`src/rtl/ebc_pkg.sv`:
```
package ebc_pkg;
  localparam int EBC_AW = 24;
  localparam int EBC_DW = 16;
  localparam int EBC_BW = 8;
  localparam int EBC_NREG = 3;
  localparam int EBC_RW = $clog2(EBC_NREG + 1);

  typedef enum logic [2:0] {
    S_IDLE, S_ADDR, S_STRB, S_WAIT, S_DATA
  } ebc_st_e;

  // narrow when the whole bus is 8 bits or the region asks for 8 bits
  function automatic logic f_narrow(input logic bus16, input logic [EBC_NREG-1:0] w8,
                                    input logic [EBC_RW-1:0] region);
    logic [EBC_RW-1:0] idx;
    idx = (region >= EBC_RW'(EBC_NREG)) ? EBC_RW'(EBC_NREG - 1) : region;
    return !bus16 || w8[idx];
  endfunction

  // byte-lane enables {high, low}
  function automatic logic [1:0] f_lanes(input logic narrow, input logic size16,
                                         input logic a0);
    if (narrow) return 2'b01;
    if (size16) return 2'b11;
    return a0 ? 2'b10 : 2'b01;
  endfunction

  function automatic logic [EBC_AW-1:0] f_beat_addr(input logic [EBC_AW-1:0] a,
                                                   input logic size16, input logic beat);
    if (size16) return {a[EBC_AW-1:1], beat};
    return a;
  endfunction

  function automatic logic [EBC_DW-1:0] f_wlanes(input logic narrow, input logic size16,
                                                 input logic beat,
                                                 input logic [EBC_DW-1:0] wd);
    if (narrow)
      return {{EBC_BW{1'b0}}, (size16 && beat) ? wd[EBC_DW-1:EBC_BW] : wd[EBC_BW-1:0]};
    if (size16) return wd;
    return {wd[EBC_BW-1:0], wd[EBC_BW-1:0]};
  endfunction

  function automatic logic [EBC_DW-1:0] f_merge(input logic narrow, input logic size16,
                                                input logic beat, input logic a0,
                                                input logic [EBC_DW-1:0] acc,
                                                input logic [EBC_DW-1:0] dq);
    if (narrow) begin
      if (size16 && beat) return {dq[EBC_BW-1:0], acc[EBC_BW-1:0]};
      return {{EBC_BW{1'b0}}, dq[EBC_BW-1:0]};
    end
    if (size16) return dq;
    return {{EBC_BW{1'b0}}, a0 ? dq[EBC_DW-1:EBC_BW] : dq[EBC_BW-1:0]};
  endfunction
endpackage

```
`src/rtl/ebc_seq.sv`:
```
module ebc_seq
  import ebc_pkg::*;
(
  input  logic    clk,
  input  logic    rst_n,
  input  logic    start,
  input  logic    split,
  input  logic    ready_en,
  input  logic    ready,
  output ebc_st_e st,
  output logic    ph,
  output logic    beat,
  output logic    ale_win,
  output logic    strb_win,
  output logic    smp,
  output logic    fin
);
  logic more_beats;

  assign more_beats = split && !beat;
  assign ale_win    = (st == S_ADDR);
  assign strb_win   = (st == S_STRB) || (st == S_WAIT) || (st == S_DATA);
  assign smp        = (st == S_DATA) && ph;
  assign fin        = smp && !more_beats;

  always_ff @(posedge clk or negedge rst_n) begin
    if (!rst_n) begin
      st   <= S_IDLE;
      ph   <= 1'b0;
      beat <= 1'b0;
    end else if (st == S_IDLE) begin
      ph <= 1'b0;
      if (start) begin
        st   <= S_ADDR;
        beat <= 1'b0;
      end
    end else begin
      ph <= ~ph;
      if (ph) begin
        unique case (st)
          S_ADDR: st <= S_STRB;
          S_STRB: st <= (ready_en && !ready) ? S_WAIT : S_DATA;
          S_WAIT: st <= ready ? S_DATA : S_WAIT;
          S_DATA: begin
            if (more_beats) begin
              st   <= S_ADDR;
              beat <= 1'b1;
            end else begin
              st <= S_IDLE;
            end
          end
          default: st <= S_IDLE;
        endcase
      end
    end
  end

  // an address cycle always runs into a strobe cycle
  assert_ale_then_strobe_R3: assert property (@(posedge clk) disable iff (!rst_n)
    (st == S_ADDR && ph) |=> (st == S_STRB));
  // with ready disabled the strobe cycle goes straight to data
  assert_no_wait_when_off_R7: assert property (@(posedge clk) disable iff (!rst_n)
    (st == S_STRB && ph && !ready_en) |=> (st == S_DATA));
  // each bus cycle is two clocks
  assert_two_phase_R2: assert property (@(posedge clk) disable iff (!rst_n)
    (st != S_IDLE && !ph) |=> ($stable(st) && ph));
endmodule

```
`src/rtl/ebc_rdasm.sv`:
```
module ebc_rdasm
  import ebc_pkg::*;
(
  input  logic              clk,
  input  logic              rst_n,
  input  logic              smp,
  input  logic              narrow,
  input  logic              size16,
  input  logic              beat,
  input  logic              a0,
  input  logic [EBC_DW-1:0] dq_i,
  output logic [EBC_DW-1:0] acc
);
  always_ff @(posedge clk or negedge rst_n) begin
    if (!rst_n) acc <= '0;
    else if (smp) acc <= f_merge(narrow, size16, beat, a0, acc, dq_i);
  end
endmodule

```
`src/rtl/ext_bus_ctrl.sv`:
```
module ext_bus_ctrl
  import ebc_pkg::*;
#(
  parameter int AW = EBC_AW,
  parameter int DW = EBC_DW
) (
  input  logic          clk,
  input  logic          rst_n,
  input  logic          cfg_bus16,
  input  logic          cfg_mux,
  input  logic          cfg_ready_en,
  input  logic [2:0]    cfg_width8,
  input  logic          req_valid,
  input  logic          req_write,
  input  logic          req_size16,
  input  logic [1:0]    req_region,
  input  logic [AW-1:0] req_addr,
  input  logic [DW-1:0] req_wdata,
  output logic          busy,
  output logic          done,
  output logic [DW-1:0] rd_data,
  output logic          bus_clk,
  output logic          bus_ale,
  output logic          bus_rd_n,
  output logic          bus_wrl_n,
  output logic          bus_wrh_n,
  output logic [AW-1:0] bus_addr,
  output logic [DW-1:0] bus_dq_o,
  output logic          bus_dq_oe,
  input  logic [DW-1:0] bus_dq_i,
  input  logic          bus_ready
);
  localparam int AL = (AW < DW) ? AW : DW;

  ebc_st_e       st;
  logic          ph, beat, ale_win, strb_win, smp, fin, start;
  logic          l_write, l_size16, l_narrow, l_mux, l_ready_en;
  logic [AW-1:0] l_addr;
  logic [DW-1:0] l_wdata, acc, wl;
  logic [AW-1:0] b_addr;
  logic [1:0]    lanes;

  assign start = req_valid && (st == S_IDLE) && !done;
  assign busy  = (st != S_IDLE);

  always_ff @(posedge clk or negedge rst_n) begin
    if (!rst_n) begin
      l_write <= 1'b0; l_size16 <= 1'b0; l_narrow <= 1'b0;
      l_mux <= 1'b0; l_ready_en <= 1'b0;
      l_addr <= '0; l_wdata <= '0;
    end else if (start) begin
      l_write    <= req_write;
      l_size16   <= req_size16;
      l_narrow   <= f_narrow(cfg_bus16, cfg_width8, req_region);
      l_mux      <= cfg_mux;
      l_ready_en <= cfg_ready_en;
      l_addr     <= req_addr;
      l_wdata    <= req_wdata;
    end
  end

  always_ff @(posedge clk or negedge rst_n) begin
    if (!rst_n) done <= 1'b0;
    else        done <= fin;
  end

  ebc_seq u_seq (
    .clk(clk), .rst_n(rst_n), .start(start), .split(l_narrow && l_size16),
    .ready_en(l_ready_en), .ready(bus_ready), .st(st), .ph(ph), .beat(beat),
    .ale_win(ale_win), .strb_win(strb_win), .smp(smp), .fin(fin)
  );

  ebc_rdasm u_rd (
    .clk(clk), .rst_n(rst_n), .smp(smp && !l_write), .narrow(l_narrow),
    .size16(l_size16), .beat(beat), .a0(l_addr[0]), .dq_i(bus_dq_i), .acc(acc)
  );

  assign b_addr = f_beat_addr(l_addr, l_size16, beat);
  assign lanes  = f_lanes(l_narrow, l_size16, l_addr[0]);
  assign wl     = f_wlanes(l_narrow, l_size16, beat, l_wdata);

  assign rd_data   = acc;
  assign bus_clk   = busy && !ph;
  assign bus_ale   = ale_win;
  assign bus_addr  = busy ? b_addr : '0;
  assign bus_rd_n  = !(strb_win && !l_write);
  assign bus_wrl_n = !(strb_win && l_write && lanes[0]);
  assign bus_wrh_n = !(strb_win && l_write && lanes[1]);
  assign bus_dq_oe = (ale_win && l_mux) || (strb_win && l_write);

  always_comb begin
    bus_dq_o = '0;
    if (ale_win && l_mux)        bus_dq_o[AL-1:0] = b_addr[AL-1:0];
    else if (strb_win && l_write) bus_dq_o = wl;
  end

  // strobes released whenever idle
  assert_idle_quiet_R1: assert property (@(posedge clk) disable iff (!rst_n)
    !busy |-> (bus_rd_n && bus_wrl_n && bus_wrh_n && !bus_ale && !bus_dq_oe));
  // no strobe during the address cycle
  assert_ale_no_strobe_R3: assert property (@(posedge clk) disable iff (!rst_n)
    bus_ale |-> (bus_rd_n && bus_wrl_n && bus_wrh_n));
  // read and write strobes never overlap
  assert_rd_wr_exclusive_R6: assert property (@(posedge clk) disable iff (!rst_n)
    !bus_rd_n |-> (bus_wrl_n && bus_wrh_n));
  // narrow accesses never use the high strobe
  assert_narrow_low_lane_R9: assert property (@(posedge clk) disable iff (!rst_n)
    (busy && l_narrow) |-> bus_wrh_n);
  // done is a single-clock pulse
  assert_done_pulse_R10: assert property (@(posedge clk) disable iff (!rst_n)
    done |=> !done);
  // a request during an access leaves the latched request alone
  assert_busy_ignores_req_R12: assert property (@(posedge clk) disable iff (!rst_n)
    (busy && req_valid) |=> $stable(l_addr));
endmodule

```
`config.mk`:
```
export PLATFORM = sky130hd
export DESIGN_NAME = ext_bus_ctrl
export DESIGN_NICKNAME = d
export VERILOG_FILES = /design/src/rtl/ebc_pkg.sv /design/src/rtl/ebc_seq.sv /design/src/rtl/ebc_rdasm.sv /design/src/rtl/ext_bus_ctrl.sv
export SDC_FILE = /design/constraint.sdc
export NUM_CORES = 1
export LEC_CHECK = 0
export ABC_AREA = 0
export BUFFER_PORTS_ARGS = -buffer_cell sky130_fd_sc_hd__buf_4
export CORE_AREA = 2 2 100 102
export DETAILED_ROUTE_END_ITERATION = 10
export DIE_AREA = 0 0 102 104
export PLACE_DENSITY = 0.66
export SETUP_SLACK_MARGIN = 0.15
export SYNTH_ARGS = -nofsm -noshare
export SYNTH_HDL_FRONTEND = slang
export SYNTH_SLANG_ARGS = --single-unit
```
`constraint.sdc`:
```
create_clock -name clk -period 1.9 [get_ports clk]
set_clock_uncertainty 0.05 [all_clocks]
set_input_delay 0.285 -clock clk [delete_from_list [all_inputs] [get_ports clk]]
set_output_delay 0.285 -clock clk [all_outputs]
set_load 0.02 [all_outputs]
```
==> qor.yml, run 1 <==
grt_pass1_vias: 3156
grt_max_degree: 35
rows: 36
die_w_microns: 102
timing.fmax_mhz: 458
routabilityCongestion: 0.813
cellPowerDensity_nw_per_um2: 1810
synth_warnings: 0
cap_violations: 0
setup_viol: 91
p_leak_uw: 0.00284
layout.cells.non_filler: 620
overflow: 0
synth.distinct_cells: 43
p_total_uw: 10600
fin_setup_tns_ps: -13970
start_kind: "flop"
syn-num-nets: 374
ys_ff_latch: 67
drtIter0Drc: 148
vias_per_cell: 5.04
antenna_found_initial: 0
rsz0062_at_grt: "true"
antenna_left: 0
layout-drive-gt1-share_pct: 64.1
cts_buffer_depth: 2
h-tree-depth: 3
slew_viol_final: 0
endpoint_kind: "primary output"
fillers: 760
crit_fanout: 8
firstDrtPassIters: 4
crit_path_frequent_cell: "buf_6"
synth_largest_area_cell: "dfrtp_1"
status: "finished, violations left"
final_common_cell: "buf_4"
cpPeakStageDelay_ps: 440
numCtsBuffers: 9
diodes: 0
root_buffer: "clkbuf_8"
wl_per_cell_microns: 17.9
timing.final.crit_share_pct: 115
synth_area_per_cell_sq_um: 12.3
critical_path_class: "reg2out"
grt_pass1_wl_microns: 16700
worst_pin_slew_ps: 461
period_minus_slack_ps: 2180
synth.top_cells.by_area: "dfrtp_1, mux2_4, mux2_2, mux2i_1, and2_1"
worstPathRequired_ps: 1560
core_area_sq_um: 9550
dr_total_vias: 3124
fin_hold_ws_ps: 112
grt_usage_pct: 20.4
ys_seq_area_share_pct: 44.7
crit_path_cell_trace: "buf_6 -> nor4bb_4 -> buf_6 -> clkbuf_16 -> nand2_2 -> o21ai_1 -> buf_4"
io_pins: 134
crit_arrival_ps: 1850
synthCells: 304
multiInputGateArea_sq_um: 1990
violations: "setup timing"
drc: 0
relSlewSlack_pct: 69.3
hold_viol: 0
regArea_sq_um: 1680
dieHeight_microns: 104
synth_top_area_share_pct: 44.7
wl_microns: 11100
final_cell_mix: "buf_4, dfrtp_1, mux2_4"
worst_slack_ps: -285
area_delta_synth_final_pct: 56.0
r2r_slack_ps: -130
portBuffers: 133
clk_pin_slew_ps: 80
initial_core_util_pct: 39.3
tritoncts: "yes"
netlist_area_sq_um: 3750
cts_num_sinks: 67
place_ws_ps: -64.6
hpwl_microns: 7130
hold_class: "in2reg"
nNetsFinal: 552
ir_drop_uv: 1050
clock_latency_ps: 340
cpMaxStageDelayCell: "dfrtp_2"
post-place-cells: 575
dieArea_sq_um: 10600
synth_stat cells, drive strengths merged:
| cell | n |
|---|---|
| dfrtp | 67 |
| nand2 | 21 |
| a21bo | 8 |
| a222oi | 7 |
| inv | 20 |
| clkbuf | 6 |
| nand2b | 2 |
| nand4bb | 1 |
| o21ba | 1 |
| nor3b | 2 |
| buf | 12 |
| a31oi | 1 |
| nor4b | 1 |
| o21ai | 17 |
| a21oi | 1 |
| nor4bb | 1 |
| nor2 | 4 |
| o211ai | 1 |
| and3 | 3 |
| o2bb2ai | 1 |
| mux2 | 61 |
| and2 | 23 |
| or2 | 1 |
| and3b | 3 |
| a311oi | 1 |
| o21bai | 2 |
| a22oi | 1 |
| a22o | 8 |
| o22ai | 3 |
| nor2b | 3 |
| a221oi | 1 |
| mux2i | 18 |
| nor3 | 2 |
critical path: cells and delay by family, from the launching register on:
kind / cells / cell delay [ps]
AOI/OAI and AO/OA: 1 / 90
buffers and inverters: 4 / 650
DFF: 1 / 440
and+or+nand+nor: 2 / 330
sequential cells by signal, indices dropped and copies added, names as in the netlist:
register and cells:
u_seq.beat 1, l_wdata 16, l_mux 1, l_size16 1, l_addr 24, u_seq.ph 1
done 1, l_write 1, u_seq.st 3, l_ready_en 1, u_rd.acc 16, l_narrow 1
through the flow:
stage,instance area [sq um],utilization [%]
after floorplan,3760,-
after global placement,5020,52.6
after detailed placement,5020,52.6
after CTS,5580,58.5
after global routing,5860,61.3
final,5860,61.3
routing by layer:
| metal | up-vias | wire, microns | track usage (%) |
|---|---|---|---|
| met5 | - | 0 | 0 |
| met4 | 0 | 327 | 8.38 |
| met3 | 22 | 639 | 4.44 |
| met2 | 108 | 5590 | 33.4 |
| met1 | 1550 | 4570 | 26.0 |
| li1 | 1444 | - | - |
where the power goes:
group / leakage (uW) / internal (uW) / switching [uW]
Sequential: 0.000818 / 2130 / 576
Clock: 0.000111 / 777 / 565
Combinational: 0.00191 / 3560 / 3020
Total: 0.00284 / 6470 / 4160
worst paths after layout:
path | from | endpoint | depth (start not counted)
max | u_seq.st[2]$_DFFE_PN0P_ | bus_dq_o[1] | 7
min | req_addr[1] | l_addr[1]$_DFFE_PN0P_ | 2
max reg2reg | u_seq.st[1]$_DFFE_PN0P_ | l_size16$_DFFE_PN0P_ | 8
min reg2reg | l_addr[23]$_DFFE_PN0P_ | l_addr[23]$_DFFE_PN0P_ | 1
max in group asynchronous | rst_n | l_addr[3]$_DFFE_PN0P_ | 3
min in group asynchronous | rst_n | u_rd.acc[3]$_DFFE_PN0P_ | 2
timing repair:
action                                 4_1_cts  5_1_grt
hold buffers                                 1        0
setup buffers                               14        6
cloned                                       5        3
endpoints found under the hold margin       33        0
pin swaps                                    5        7
setup endpoints to repair                   87      106
resized for setup                           23       53
final cells by class:
| type | instances | area share (%) |
|---|---|---|
| clock buffer | 12 | 2.48 |
| timing repair buffer | 184 | 29.2 |
| timing repair inverter | 1 | 0.128 |
| tap | 133 | 2.84 |
| multi-input combinational | 199 | 34.1 |
| clock inverter | 4 | 1.26 |
| sequential | 67 | 28.7 |
| inverter | 20 | 1.35 |
logic make-up (layout without fill, tap and decap cells):
| family | after synthesis | in the layout | share of synthesized area [%] |
|---|---|---|---|
| AND/OR/NAND/NOR | 67 | 67 | 11.4 |
| flip-flops | 67 | 67 | 44.7 |
| AO/OA/AOI/OAI | 53 | 53 | 10.8 |
| multiplexers | 79 | 79 | 27.0 |
| buffers and inverters | 38 | 221 | 6.17 |
Power figures use the tool's default switching activity.
==> run 2, diff against run 1 <==
--- a/config.mk
+++ b/config.mk
@@ -11,6 +11,7 @@
 export DETAILED_ROUTE_END_ITERATION = 10
 export DIE_AREA = 0 0 102 104
 export PLACE_DENSITY = 0.66
+export REMOVE_ABC_BUFFERS = 1
 export SETUP_SLACK_MARGIN = 0.15
 export SYNTH_ARGS = -nofsm -noshare
 export SYNTH_HDL_FRONTEND = slang
==> qor.yml, run 2 (synthesis results as in run 1) <==
h-tree-depth: 3  # unchanged
cap_violations: 0  # unchanged
cts_buffer_depth: 2  # unchanged
grt_usage_pct: 22.0  # was 20.4%
routabilityCongestion: 0.805  # was 0.813
root_buffer: "clkbuf_8"  # unchanged
rows: 36  # unchanged
worst_pin_slew_ps: 578  # was 461 ps
status: "finished, violations left"  # unchanged
cellPowerDensity_nw_per_um2: 1860  # was 1810 nW/um^2
period_minus_slack_ps: 2130  # was 2180 ps
core_area_sq_um: 9550  # unchanged
final_area_sq_um: 6240  # was 5860 sq um
die_w_microns: 102  # unchanged
dieHeight_microns: 104  # unchanged
relSlewSlack_pct: 61.4  # was 69.3%
violations: "setup timing"  # unchanged
diodes: 0  # unchanged
fillers: 753  # was 760
worstPathRequired_ps: 1560  # about the same
crit_arrival_ps: 1800  # was 1850 ps
top_regs: "l_addr: 24 flops, l_wdata: 16 flops, u_rd.acc: 16 flops"  # unchanged
multiInputGateArea_sq_um: 2210  # was 1990 sq um
dr_total_vias: 3173  # was 3124
portBuffers: 133  # unchanged
clock_latency_ps: 340  # about the same
firstDrtPassIters: 7  # was 4
final_cell_mix: "buf_4, dfrtp_1, mux2_4"  # unchanged
regMostFlops: "l_addr"  # unchanged
grt_pass1_wl_microns: 18100  # was 16700 microns
placed_area_sq_um: 4990  # was 5020 sq um
start_kind: "flop"  # unchanged
hpwl_microns: 7100  # was 7130 microns
clk_pin_slew_ps: 80  # about the same
timing.final.crit_share_pct: 112  # was 115%
rsz0062_at_grt: "true"  # unchanged
place_ws_ps: -226  # was -64.6 ps
dieArea_sq_um: 10600  # unchanged
grt_pass1_vias: 3469  # was 3156
grt_max_degree: 40  # was 35
antenna_left: 0  # unchanged
wl_microns: 11800  # was 11100 microns
layout-drive-gt1-share_pct: 69.8  # was 64.1%
vias_per_cell: 5.06  # was 5.04
final_common_cell: "buf_4"  # unchanged
hold_class: "in2reg"  # unchanged
crit_fanout: 6  # was 8
initial_core_util_pct: 39.3  # unchanged
hold_viol: 0  # unchanged
wl_per_cell_microns: 18.8  # was 17.9 microns
setup_viol: 91  # unchanged
drtIter0Drc: 171  # was 148
io_pins: 134  # unchanged
regArea_sq_um: 1680  # about the same
tritoncts: "yes"  # unchanged
drc: 0  # unchanged
ir_drop_uv: 1080  # was 1050 uV
largest_reg_flops: 24  # unchanged
p_leak_uw: 0.00303  # was 0.00284 uW
numCtsBuffers: 9  # unchanged
critical_path_class: "reg2out"  # unchanged
area_delta_synth_final_pct: 66.2  # was 56.0%
endpoint_kind: "primary output"  # unchanged
antenna_found_initial: 0  # unchanged
cts_num_sinks: 67  # unchanged
nNetsFinal: 559  # was 552
slew_viol_final: 0  # unchanged
overflow: 0  # unchanged
timing.fmax_mhz: 469  # was 458 MHz
worst_slack_ps: -232  # was -285 ps
-- run 2: path summary, 6_finish.rpt --
path / slack (ps) / start / endpoint / cells past startpoint
setup / recovery: -230 / u_seq.st[1]$_DFFE_PN0P_ / bus_dq_o[6] / 7
hold / removal: 120 / req_addr[7] / l_addr[7]$_DFFE_PN0P_ / 2
setup reg to reg: -150 / u_seq.st[2]$_DFFE_PN0P_ / l_wdata[14]$_DFFE_PN0P_ / 8
hold reg to reg: 470 / u_rd.acc[14]$_DFFE_PN0P_ / u_rd.acc[14]$_DFFE_PN0P_ / 1
max in group asynchronous: 850 / rst_n / u_seq.st[0]$_DFFE_PN0P_ / 3
min in group asynchronous: 380 / rst_n / u_rd.acc[8]$_DFFE_PN0P_ / 2
-- run 2: where the power goes --
part           switching, uW  internal (uW)  total, uW
combinational           3280           4400       7680
sequential               628           2130       2750
clock                    553            603       1160
-- run 2: layout make-up --
class                           instances  area share [%]
Clock inverter                          5           0.863
Clock buffer                           11            2.11
Multi-Input combinational cell        200            35.5
Timing Repair Buffer                  191            30.7
Tap cell                              133            2.67
Inverter                               20            1.24
Sequential cell                        67            26.9
-- run 2: metal layers --
metal  GRT usage (%)  vias up  part of all wire (%)
met4            8.95        0                   1.8
met1            27.5     1566                    42
met2            35.9      143                    49
met5               0        -                     0
li1                -     1448                     -
met3            5.58       16                   6.9
-- run 2: worst max-delay path, stage by stage (launching register included) --
cell and delay [ps]:
dfrtp_2 450, buf_6 140, nor4bb_4 280, buf_6 170
buf_8 140, nand2_2 70, o21ai_2 80, buf_6 140
-- run 2: timing repair --
item / CTS / global route
gates cloned: 6 / 0
hold buffers: 1 / 0
endpoints found under the setup margin: 89 / 109
hold endpoints to repair: 28 / 0
resized for setup: 142 / 45
pin swaps: 27 / 12
buffers inserted: 28 / 4
-- run 2: stage by stage --
step / hold slack [ps] / utilization (%) / cells / setup TNS (ps) / power, uW
5_1_grt: 109 / 65.3 / 627 / -19000 / 12100
3_5_place_dp: 205 / 52.3 / 572 / -1680 / 8020
6_report: 115 / 65.3 / 627 / -13880 / 11600
2_1_floorplan: -60.6 / - / 286 / -11510 / 5810
3_3_place_gp: 202 / 52.3 / 572 / -895 / 7950
4_1_cts: 103 / 63.0 / 623 / -11080 / 11100
==> run 3, diff against run 2 <==
--- a/config.mk
+++ b/config.mk
@@ -5,12 +5,12 @@
 export SDC_FILE = /design/constraint.sdc
 export NUM_CORES = 1
 export LEC_CHECK = 0
-export ABC_AREA = 0
 export BUFFER_PORTS_ARGS = -buffer_cell sky130_fd_sc_hd__buf_4
 export CORE_AREA = 2 2 100 102
 export DETAILED_ROUTE_END_ITERATION = 10
 export DIE_AREA = 0 0 102 104
 export PLACE_DENSITY = 0.66
+export RECOVER_POWER = 100
 export REMOVE_ABC_BUFFERS = 1
 export SETUP_SLACK_MARGIN = 0.15
 export SYNTH_ARGS = -nofsm -noshare
==> qor.yml, run 3 (synthesis results as in run 1) <==
status: "finished, violations left"  # unchanged
violations: "setup timing"  # unchanged
start_kind: "flop"  # unchanged
fin_util_pct: 64.4  # was 65.3%
worst_slack_ps: -228  # was -232 ps
setup_viol: 91  # unchanged
combinationalPowerShare_pct: 65.9  # was 66.3%
grt_max_degree: 40  # unchanged
h-tree-depth: 3  # unchanged
portBuffers: 133  # unchanged
worst_pin_slew_ps: 781  # was 578 ps
switching_share_pct: 38.9  # was 38.5%
firstDrtPassIters: 4  # was 7
hpwl_microns: 7100  # unchanged
grt_usage_pct: 22.0  # unchanged
wl_microns: 11800  # about the same
drtIter0Drc: 162  # was 171
crit_end: "bus_dq_o[6]"  # unchanged
vias_per_cell: 5.08  # was 5.06
area_delta_synth_final_pct: 63.8  # was 66.2%
ff2ff_path_depth: 8  # unchanged
r2r-start: "u_seq.st[2]$_DFFE_PN0P_"  # unchanged
antenna_left: 0  # unchanged
crit_path_frequent_cell: "buf_6"  # unchanged
dieHeight_microns: 104  # unchanged
overflow: 0  # unchanged
final_common_cell: "buf_4"  # unchanged
cts_num_sinks: 67  # unchanged
numCtsBuffers: 9  # unchanged
ir_drop_uv: 1080  # about the same
die_w_microns: 102  # unchanged
critical_path_class: "reg2out"  # unchanged
root_buffer: "clkbuf_8"  # unchanged
crit_fanout: 6  # unchanged
crit_buf_inv: 4  # unchanged
routabilityCongestion: 0.805  # unchanged
reg2reg_to: "l_wdata[14]$_DFFE_PN0P_"  # unchanged
crit_family: "buffers and inverters"  # unchanged
relSlewSlack_pct: 48.0  # was 61.4%
r2r_slack_ps: -140  # was -150 ps
cap_violations: 0  # unchanged
worstSetupStartpoint: "u_seq.st[1]$_DFFE_PN0P_"  # unchanged
grt_pass1_wl_microns: 18100  # unchanged
cpMaxStageDelayCell: "dfrtp_2"  # unchanged
p_clk_share_pct: 10.1  # was 10.0%
dieArea_sq_um: 10600  # unchanged
antenna_found_initial: 0  # unchanged
p_leak_uw: 0.00296  # was 0.00303 uW
cts_buffer_depth: 2  # unchanged
final_area_sq_um: 6150  # was 6240 sq um
diodes: 0  # unchanged
rsz0062_at_grt: "true"  # unchanged
largest_reg_flops: 24  # unchanged
nNetsFinal: 559  # unchanged
regMostFlops: "l_addr"  # unchanged
endpoint_kind: "primary output"  # unchanged
seqPwrFrac_pct: 24.0  # was 23.8%
initial_core_util_pct: 39.3  # unchanged
grt_pass1_vias: 3469  # unchanged
met1_usage_pct: 27.5  # unchanged
wl_per_cell_microns: 18.8  # about the same
crit_path_cell_trace: "buf_6 -> nor4bb_4 -> buf_6 -> buf_8 -> nand2_2 -> o21ai_2 -> buf_6"  # unchanged
gr-usage-met3_pct: 5.58  # unchanged
busiest_layer: "met2"  # unchanged
cellPowerDensity_nw_per_um2: 1860  # about the same
fillers: 765  # was 753
rows: 36  # unchanged
hold_viol: 0  # unchanged
worstPathRequired_ps: 1560  # about the same
cpPeakStageDelay_ps: 450  # about the same
tritoncts: "yes"  # unchanged
netSwitchingPower_uw: 4450  # was 4460 uW
worst-path-stages: 7  # unchanged
timing.fmax_mhz: 470  # was 469 MHz
io_pins: 134  # unchanged
placed_area_sq_um: 4990  # unchanged
clock_latency_ps: 340  # about the same
final_cell_mix: "buf_4, dfrtp_1, mux2_4"  # unchanged
internal-power_uw: 7000  # was 7130 uW
grt_use_met2_pct: 35.9  # unchanged
core_area_sq_um: 9550  # unchanged
drc: 0  # unchanged
timing.final.crit_share_pct: 112  # about the same
crit_arrival_ps: 1790  # was 1800 ps
period_minus_slack_ps: 2130  # about the same
slew_viol_final: 0  # unchanged
top_regs: "l_addr: 24 flops, l_wdata: 16 flops, u_rd.acc: 16 flops"  # unchanged
hold_class: "in2reg"  # unchanged
dr_total_vias: 3187  # was 3173
fin_hold_ws_ps: 119  # was 115 ps
layout-drive-gt1-share_pct: 66.4  # was 69.8%
clk_pin_slew_ps: 80  # about the same
[run 3: changes by cell type in the layout (fill, tap and decap cells not counted)]
| cell | before | now |
|---|---|---|
| clkbuf_4 | 0 | 1 |
| clkbuf_2 | 0 | 1 |
| buf_6 | 60 | 59 |
| clkbuf_1 | 2 | 19 |
| clkbuf_8 | 9 | 10 |
| nor2_4 | 2 | 1 |
| buf_12 | 12 | 11 |
| buf_8 | 3 | 2 |
| buf_4 | 111 | 94 |
| nor2_2 | 0 | 1 |
[run 3: worst min path at each step]
stage | startpoint | to | slack, ps | cells past startpoint
after floorplan | rst_n | done$_DFF_PN0_ | -60 | 0
after global placement | rst_n | u_rd.acc[8]$_DFFE_PN0P_ | 200 | 1
after detailed placement | rst_n | u_rd.acc[8]$_DFFE_PN0P_ | 210 | 1
after CTS | req_addr[7] | l_addr[7]$_DFFE_PN0P_ | 100 | 2
after global routing | req_addr[19] | l_addr[19]$_DFFE_PN0P_ | 110 | 2
final | req_addr[0] | l_addr[0]$_DFFE_PN0P_ | 120 | 2
[run 3: power groups by stage]
stage	sequential, uW	clock, uW	combinational (uW)
after floorplan	2830	0	2980
after global placement	2640	0	5310
after detailed placement	2670	0	5360
after CTS	2700	1180	7190
after global routing	2840	1250	7910
final	2750	1150	7540
[run 3: per-stage QoR]
stage / TNS, ps / std cells / setup WS [ps] / total power, uW
after floorplan: -11510 / 286 / -577 / 5810
after global placement: -895 / 572 / -118 / 7950
after detailed placement: -1680 / 572 / -226 / 8020
after CTS: -11080 / 623 / -226 / 11100
after global routing: -20330 / 627 / -300 / 12000
final: -13490 / 627 / -228 / 11400
[run 3: worst reg2reg max path: cells and delay by family, from the launching register on]
family | cells | cell delay (ps)
buf+inv | 5 | 670
simple gates | 2 | 480
flops | 1 | 420
mux | 1 | 300
[run 3: area by class of cell]
class                   instances  area [sq um]  share of cell area, %
clock buffers                  11           131                   2.14
inverters                      20          77.6                   1.26
flip-flops and latches         67          1680                   27.3
well taps                     133           166                   2.71
clock inverters                 5          53.8                  0.875
repair buffers                191          1830                   29.8
multi-input cells             200          2210                   35.9
[run 3: layer usage]
metal / up-vias / routed length (microns)
li1: 1448 / -
met4: 0 / 260
met3: 24 / 836
met5: - / 0
met1: 1560 / 4980
met2: 155 / 5740
[run 3: timing repair]
item / in CTS / in global routing
endpoints found under the hold margin: 28 / 0
pin swaps: 27 / 12
gates cloned: 6 / 0
gates resized for setup: 142 / 45
hold buffers: 1 / 0
buffers inserted: 28 / 4
endpoints found under the setup margin: 89 / 109
